**src/rtl/spiclk_pkg.sv**
```systemverilog
package spiclk_pkg;
  localparam int unsigned PRE_W = 13;
  localparam int unsigned CNT_W = 6;

  typedef struct packed {
    logic active;
    logic launch;
    logic sample;
  } phase_t;
endpackage

```
**src/rtl/spiclk_prescale.sv**
```systemverilog
module spiclk_prescale #(
  parameter int unsigned PRE_W = 13
) (
  input  logic             clk,
  input  logic             rst_n,
  input  logic             run,
  input  logic [PRE_W-1:0] prescale,
  output logic             tick
);
  logic [PRE_W-1:0] pcnt_q;
  logic             at_end;

  assign at_end = (pcnt_q == prescale);
  assign tick   = run && at_end;

  always_ff @(posedge clk or negedge rst_n) begin
    if (!rst_n) begin
      pcnt_q <= '0;
    end else if (!run || at_end) begin
      pcnt_q <= '0;
    end else begin
      pcnt_q <= pcnt_q + 1'b1;
    end
  end
endmodule

```
**src/rtl/spiclk_period.sv**
```systemverilog
module spiclk_period
  import spiclk_pkg::*;
#(
  parameter int unsigned CNT_W = 6
) (
  input  logic             clk,
  input  logic             rst_n,
  input  logic             enable,
  input  logic             tick,
  input  logic [CNT_W-1:0] toggle_at,
  input  logic [CNT_W-1:0] period_end,
  output logic             started,
  output phase_t           phase
);
  localparam int unsigned EXT_W = CNT_W + 1;

  logic [CNT_W-1:0] ccnt_q;
  logic [CNT_W-1:0] ccnt_nxt;
  logic [EXT_W-1:0] fall_pt;
  logic             started_q;
  phase_t           phase_q;

  assign ccnt_nxt = (ccnt_q == period_end) ? '0 : ccnt_q + 1'b1;
  assign fall_pt  = {1'b0, toggle_at} + 1'b1;

  always_ff @(posedge clk or negedge rst_n) begin
    if (!rst_n) begin
      ccnt_q    <= '0;
      started_q <= 1'b0;
      phase_q   <= '0;
    end else if (!enable) begin
      ccnt_q    <= '0;
      started_q <= 1'b0;
      phase_q   <= '0;
    end else if (!started_q) begin
      ccnt_q         <= '0;
      started_q      <= 1'b1;
      phase_q.active <= 1'b1;
      phase_q.launch <= 1'b1;
      phase_q.sample <= 1'b0;
    end else if (tick) begin
      ccnt_q         <= ccnt_nxt;
      phase_q.active <= (ccnt_nxt <= toggle_at);
      phase_q.launch <= (ccnt_nxt == '0);
      phase_q.sample <= ({1'b0, ccnt_nxt} == fall_pt);
    end else begin
      phase_q.launch <= 1'b0;
      phase_q.sample <= 1'b0;
    end
  end

  assign started = started_q;
  assign phase   = phase_q;
endmodule

```
**src/rtl/spiclk_outmux.sv**
```systemverilog
module spiclk_outmux
  import spiclk_pkg::*;
(
  input  logic   clk,
  input  logic   started,
  input  logic   bypass,
  input  logic   idle_high,
  input  logic   clk_off,
  input  phase_t phase,
  output logic   sclk_o,
  output logic   launch_o,
  output logic   sample_o
);
  always_comb begin
    if (bypass) begin
      sclk_o   = (started && !clk_off) ? (clk ^ idle_high) : idle_high;
      launch_o = started;
      sample_o = started;
    end else begin
      sclk_o   = (phase.active && !clk_off) ? !idle_high : idle_high;
      launch_o = phase.launch;
      sample_o = phase.sample;
    end
  end
endmodule

```
**src/rtl/spiclk_gen.sv**
```systemverilog
module spiclk_gen
  import spiclk_pkg::*;
#(
  parameter int unsigned PW = PRE_W,
  parameter int unsigned CW = CNT_W
) (
  input  logic          clk,
  input  logic          rst_n,
  input  logic          enable,
  input  logic          bypass,
  input  logic          idle_high,
  input  logic          clk_off,
  input  logic [PW-1:0] prescale,
  input  logic [CW-1:0] toggle_at,
  input  logic [CW-1:0] period_end,
  output logic          sclk_o,
  output logic          launch_o,
  output logic          sample_o
);
  logic   started;
  logic   tick;
  phase_t phase;

  spiclk_prescale #(.PRE_W(PW)) u_pre (
    .clk      (clk),
    .rst_n    (rst_n),
    .run      (started && enable),
    .prescale (prescale),
    .tick     (tick)
  );

  spiclk_period #(.CNT_W(CW)) u_per (
    .clk        (clk),
    .rst_n      (rst_n),
    .enable     (enable),
    .tick       (tick),
    .toggle_at  (toggle_at),
    .period_end (period_end),
    .started    (started),
    .phase      (phase)
  );

  spiclk_outmux u_mux (
    .clk       (clk),
    .started   (started),
    .bypass    (bypass),
    .idle_high (idle_high),
    .clk_off   (clk_off),
    .phase     (phase),
    .sclk_o    (sclk_o),
    .launch_o  (launch_o),
    .sample_o  (sample_o)
  );
endmodule

```
**config.mk**
```make
export PLATFORM = sky130hd
export DESIGN_NAME = spiclk_gen
export DESIGN_NICKNAME = d
export VERILOG_FILES = /design/src/rtl/spiclk_pkg.sv /design/src/rtl/spiclk_prescale.sv /design/src/rtl/spiclk_period.sv /design/src/rtl/spiclk_outmux.sv /design/src/rtl/spiclk_gen.sv
export SDC_FILE = /design/constraint.sdc
export NUM_CORES = 1
export LEC_CHECK = 0
export ABC_AREA = 1
export BUFFER_PORTS_ARGS = -buffer_cell sky130_fd_sc_hd__buf_4
export CORE_MARGIN = 5
export CORE_UTILIZATION = 27
export DETAILED_ROUTE_END_ITERATION = 10
export PLACE_DENSITY = 0.48
export SYNTH_ARGS = -nofsm -noshare
export SYNTH_HDL_FRONTEND = slang
export SYNTH_HIERARCHICAL = 1
export SYNTH_SLANG_ARGS = --single-unit
```
**constraint.sdc**
```tcl
create_clock -name clk -period 1.9 [get_ports clk]
set_input_delay 0.19 -clock clk [delete_from_list [all_inputs] [get_ports clk]]
set_output_delay 0.19 -clock clk [all_outputs]
set_load 0.01 [all_outputs]
```
# [Yosys cells after proc, flatten, opt, wreduce, memory -nomap -nowiden]
# Cells that the tools add are included.
[word_totals] rom_bits=0 register_bits=23 in_bits=31 latchBits=0 elab_cells=39 output_inout_bits=3 n_memories=0 ram_bits=0
[classes] bitwise=1 n_reduce_logical=9 div_mod_pow=0 shifts=0 add_sub_neg=3 muxes=15 n_eq_ne=4 mul=0 magnitude_cmp=1
[ops] operator="6-bit two-way mux" count=4
[ops] operator="13-bit by 1-bit adder with 13-bit output (second input constant)" count=1
[ops] operator="13-bit == test" count=1
[ops] operator="13-bit two-way mux" count=1
[ops] operator="6-bit by 1-bit adder with 7-bit output (second input constant)" count=1
[ops] operator="6-bit by 7-bit == test with 1-bit output" count=1
[ops] operator="1-bit two-way mux" count=7
[ops] operator="6-bit by 1-bit adder with 6-bit output (second input constant)" count=1
[ops] operator="6-bit == test" count=1
[ops] operator="6-bit less-or-equal comparator" count=1
[ops] operator="6-bit logical NOT" count=1
[ops] operator="3-bit two-way mux" count=2
[ops] operator="1-bit logical AND" count=4
[ops] operator="1-bit logical NOT" count=3
[ops] operator="3-bit inequality test (second input constant)" count=1
[ops] operator="2-bit two-way mux" count=1
[ops] operator="1-bit logical OR" count=1
[ops] operator="1-bit XOR" count=1

# [Depth between registers and ports, before layout]
[depth] ltp_word=6 depth_mapped=16 depth_no_buf=15

# [Cells and area by module]
# The synthesis kept the hierarchy.
[modules_own_cells] mod="spiclk_period" seq_area_each_um2=250.2 area_per_inst_um2=959.7 instances=1 cells_each=143
[modules_own_cells] mod="spiclk_prescale" seq_area_each_um2=325.3 area_per_inst_um2=953.4 instances=1 cells_each=143
[modules_own_cells] mod="spiclk_outmux" seq_area_each_um2=0.0 area_per_inst_um2=58.8 instances=1 cells_each=14
[modules_own_cells] mod="spiclk_gen" seq_area_each_um2=0.0 area_per_inst_um2=7.5 instances=1 cells_each=2

==> metrics.cfg <==
[run_status]
status = complete, but fails checks
violations = negative setup slack

[floorplan]
rows = 31
io_pins = 34
start_util_pct = 27.4
core_sq_mm = 0.00721
die_h_um = 95.6
fp.dieArea_sq_mm = 0.00914
die_x_um = 95.6

[worst_setup_path]
startpoint = u_per/ccnt_q[5]$_DFFE_PN0P_
rrSetupSlack_ns = -0.10
endpoint_kind = register
cp_top_family = simple AND/OR/NAND/NOR gates
ff2ff_path_depth = 16
r2r-end = u_per/phase[2]$_DFFE_PN0P_
crit_slowest_cell = dfrtp_1
cp-start-kind = register
cp_num_cells = 16
worst-path-buf-inv = 3
endpoint = u_per/phase[2]$_DFFE_PN0P_
slowest_delay_ns = 0.38
critical_path_class = register to register
r2r-start = u_per/ccnt_q[5]$_DFFE_PN0P_
cp_max_fo = 5
crit_chain = inv_1, nand2_1, nand2_1, nor2_2, nand3_2, buf_6, nand2_4, inv_4, ha_4, nand2_2, nor2_2, o21ai_1, o211ai_1, nand3_1, nand3_1, o21ai_1
crit_required_ns = 2.17
crit_arrival_ns = 2.28

[grt]
first_global_vias = 2218
overflow = 0
antenna_found_initial = 0
gr-usage-all-layers_pct = 13.4
grt_max_degree = 24
grt_pass1_wl_mm = 9.62

[timing]
max_freq_ghz = 0.499
hold_slack_ns = 0.205
skew_ns = 0.00675
slew_headroom_pct = 74.8
grt_setup_unrepaired = true
tightest_slew_ns = 0.376
setup_slack_ns = -0.104
hold_violations = 0
finalCriticalPeriod_ns = 2.00
finalCritPeriodShare_pct = 105
maxSlewViolCount = 0
finalSetupViolCount = 2

[power]
p_leak_nw = 1.46
vdd_drop_max_v = 0.000283
power_density_mw_per_mm2 = 418

[synthesis]
ys_seq_area_share_pct = 29.1
synth-seq-cells = 23
synthFlopType = dfrtp_1
synth.avg_cell_area_sq_um = 6.55
synth-async-reset-ratio_pct = 100
synth_area_sq_mm = 0.00198
ys_types = 27
synth_edf_count = 0
synth_nets = 342
netlist_instances = 302
yosysWarningCount = 6

[detailed_routing]
first_iter_violations = 43
routed_wirelength_mm = 5.41
first_pass_iters = 4
drc = 0
post_drt_wl_per_cell_um = 11.1
final_antenna_net_count = 0
num_vias = 2050
viasPerCell = 4.22

[hold_path]
hp-class = input port to register

[layout]
n_antenna_cell = 0
nets = 427
synthToLayoutAreaGrowth_pct = 49.4
drive_gt1_share_pct = 39.5

[clock_tree]
insertion_delay_ns = 0.38
cts_tree = built
cts.clk_slew.worst_paths_ns = 0.09

[place]
gp_congestion = 0.834
dp_worst_setup_slack_ns = -0.156
dp_hpwl_mm = 3.93
port_buffers = 33

[run]
maxCapViolCount = 0

registers in the layout (all words and copies together), names as in the netlist:
register and flops:
u_pre/pcnt_q 13, u_per/phase 3, u_per/ccnt_q 6, u_per/started 1
worst register-to-register path: stages (launching register included):
cell	delay, ns
dfrtp_1	0.38
inv_1	0.07
nand2_1	0.05
nand2_1	0.06
nor2_2	0.13
nand3_2	0.14
buf_6	0.16
nand2_4	0.06
inv_4	0.04
ha_4	0.25
nand2_2	0.05
nor2_2	0.11
o21ai_1	0.08
o211ai_1	0.08
nand3_1	0.10
nand3_1	0.08
o21ai_1	0.06
stage by stage:
step	cell area (sq um)	TNS [ns]	util [%]	instances	power, W
floorplan	1990	-0.00523	-	302	0.000617
global placement	2530	-0.150	35.1	459	0.000714
detailed placement	2530	-0.191	35.1	459	0.000715
CTS	2880	-0.138	39.9	484	0.00130
global route	2960	-0.451	41.0	486	0.00133
finish	2960	-0.114	41.0	486	0.00124
kinds of logic (layout without fill, tap and decap cells):
kind of cell    Yosys count  count (layout)  synth area share (%)
xor+xnor                 16              16                  7.08
compound gates           17              17                  5.12
buf+inv                  62             147                  13.0
flops                    23              23                  29.1
fa+ha+maj                 9               9                  5.69
simple gates            175             175                  40.1
cells in the final DEF, fill, tap and decap left out, types with 5 or more instances in the layout:
| cell | n |
|---|---|
| ha_4 | 5 |
| nand3_1 | 14 |
| xor2_1 | 13 |
| dfrtp_1 | 19 |
| inv_1 | 47 |
| buf_4 | 69 |
| nand2_2 | 8 |
| clkbuf_8 | 6 |
| nor2_1 | 20 |
| nor2_2 | 20 |
| o22ai_1 | 5 |
| nor3_1 | 6 |
| inv_2 | 12 |
| buf_6 | 7 |
| nand2_1 | 86 |
| nand2_4 | 7 |
cells in the mapped netlist, types with 2 or more instances:
master,instances,share of area [%]
xor2_1,13,5.8
nand2_1,96,18
nand3_1,16,4.0
o22ai_1,6,1.9
nor3_1,8,2.0
nand3_2,2,1.0
dfrtp_1,23,29
nor2_2,18,5.7
nand4_1,4,1.3
inv_1,53,10
inv_2,7,1.3
nand2_4,2,1.1
xnor2_1,3,1.3
a21oi_1,3,0.76
o21ai_0,4,1.0
nand2_2,3,0.95
ha_1,9,5.7
nor2_1,23,4.4
area by class of cell:
class / instances / area [sq um]
sequential: 23 / 581
fill: 771 / 4260
inverter: 60 / 228
multi-input combinational: 217 / 1300
tap: 99 / 124
clock buffer: 9 / 113
clock inverter: 1 / 5.00
timing repair buffer: 77 / 606
how the worst min path moves through the flow:
| stage | startpoint | to | slack (ns) | cells after the start |
|---|---|---|---|---|
| 6_report | toggle_at[5] | u_per/phase[0]$_DFF_PN0_ | 0.21 | 6 |
| 3_5_place_dp | rst_n | u_pre/pcnt_q[9]$_DFF_PN0_ | 0.11 | 1 |
| 4_1_cts | toggle_at[5] | u_per/phase[0]$_DFF_PN0_ | 0.20 | 6 |
| 2_1_floorplan | rst_n | u_per/ccnt_q[0]$_DFFE_PN0P_ | -0.11 | 0 |
| 5_1_grt | toggle_at[5] | u_per/phase[0]$_DFF_PN0_ | 0.23 | 6 |
| 3_3_place_gp | rst_n | u_pre/pcnt_q[9]$_DFF_PN0_ | 0.11 | 1 |
what timing repair did:
action	CTS	global route
setup buffers	13	5
endpoints found under the setup margin	3	9
hold buffers	2	0
pin swaps	22	15
gates cloned	0	0
hold endpoints to repair	24	0
gates resized for setup	24	22
where the power goes:
group          total [W]  internal [W]  switching, W
registers       0.000501      0.000495    0.00000651
logic           0.000201     0.0000948      0.000106
clock network   0.000534      0.000296      0.000238
per-layer routing:
layer	track usage [%]	part of all wire, %
met5	0	0
met4	3.79	1.6
met3	4.89	5.2
met2	23.2	49
met1	15.4	44
Power figures use the tool's default switching activity.
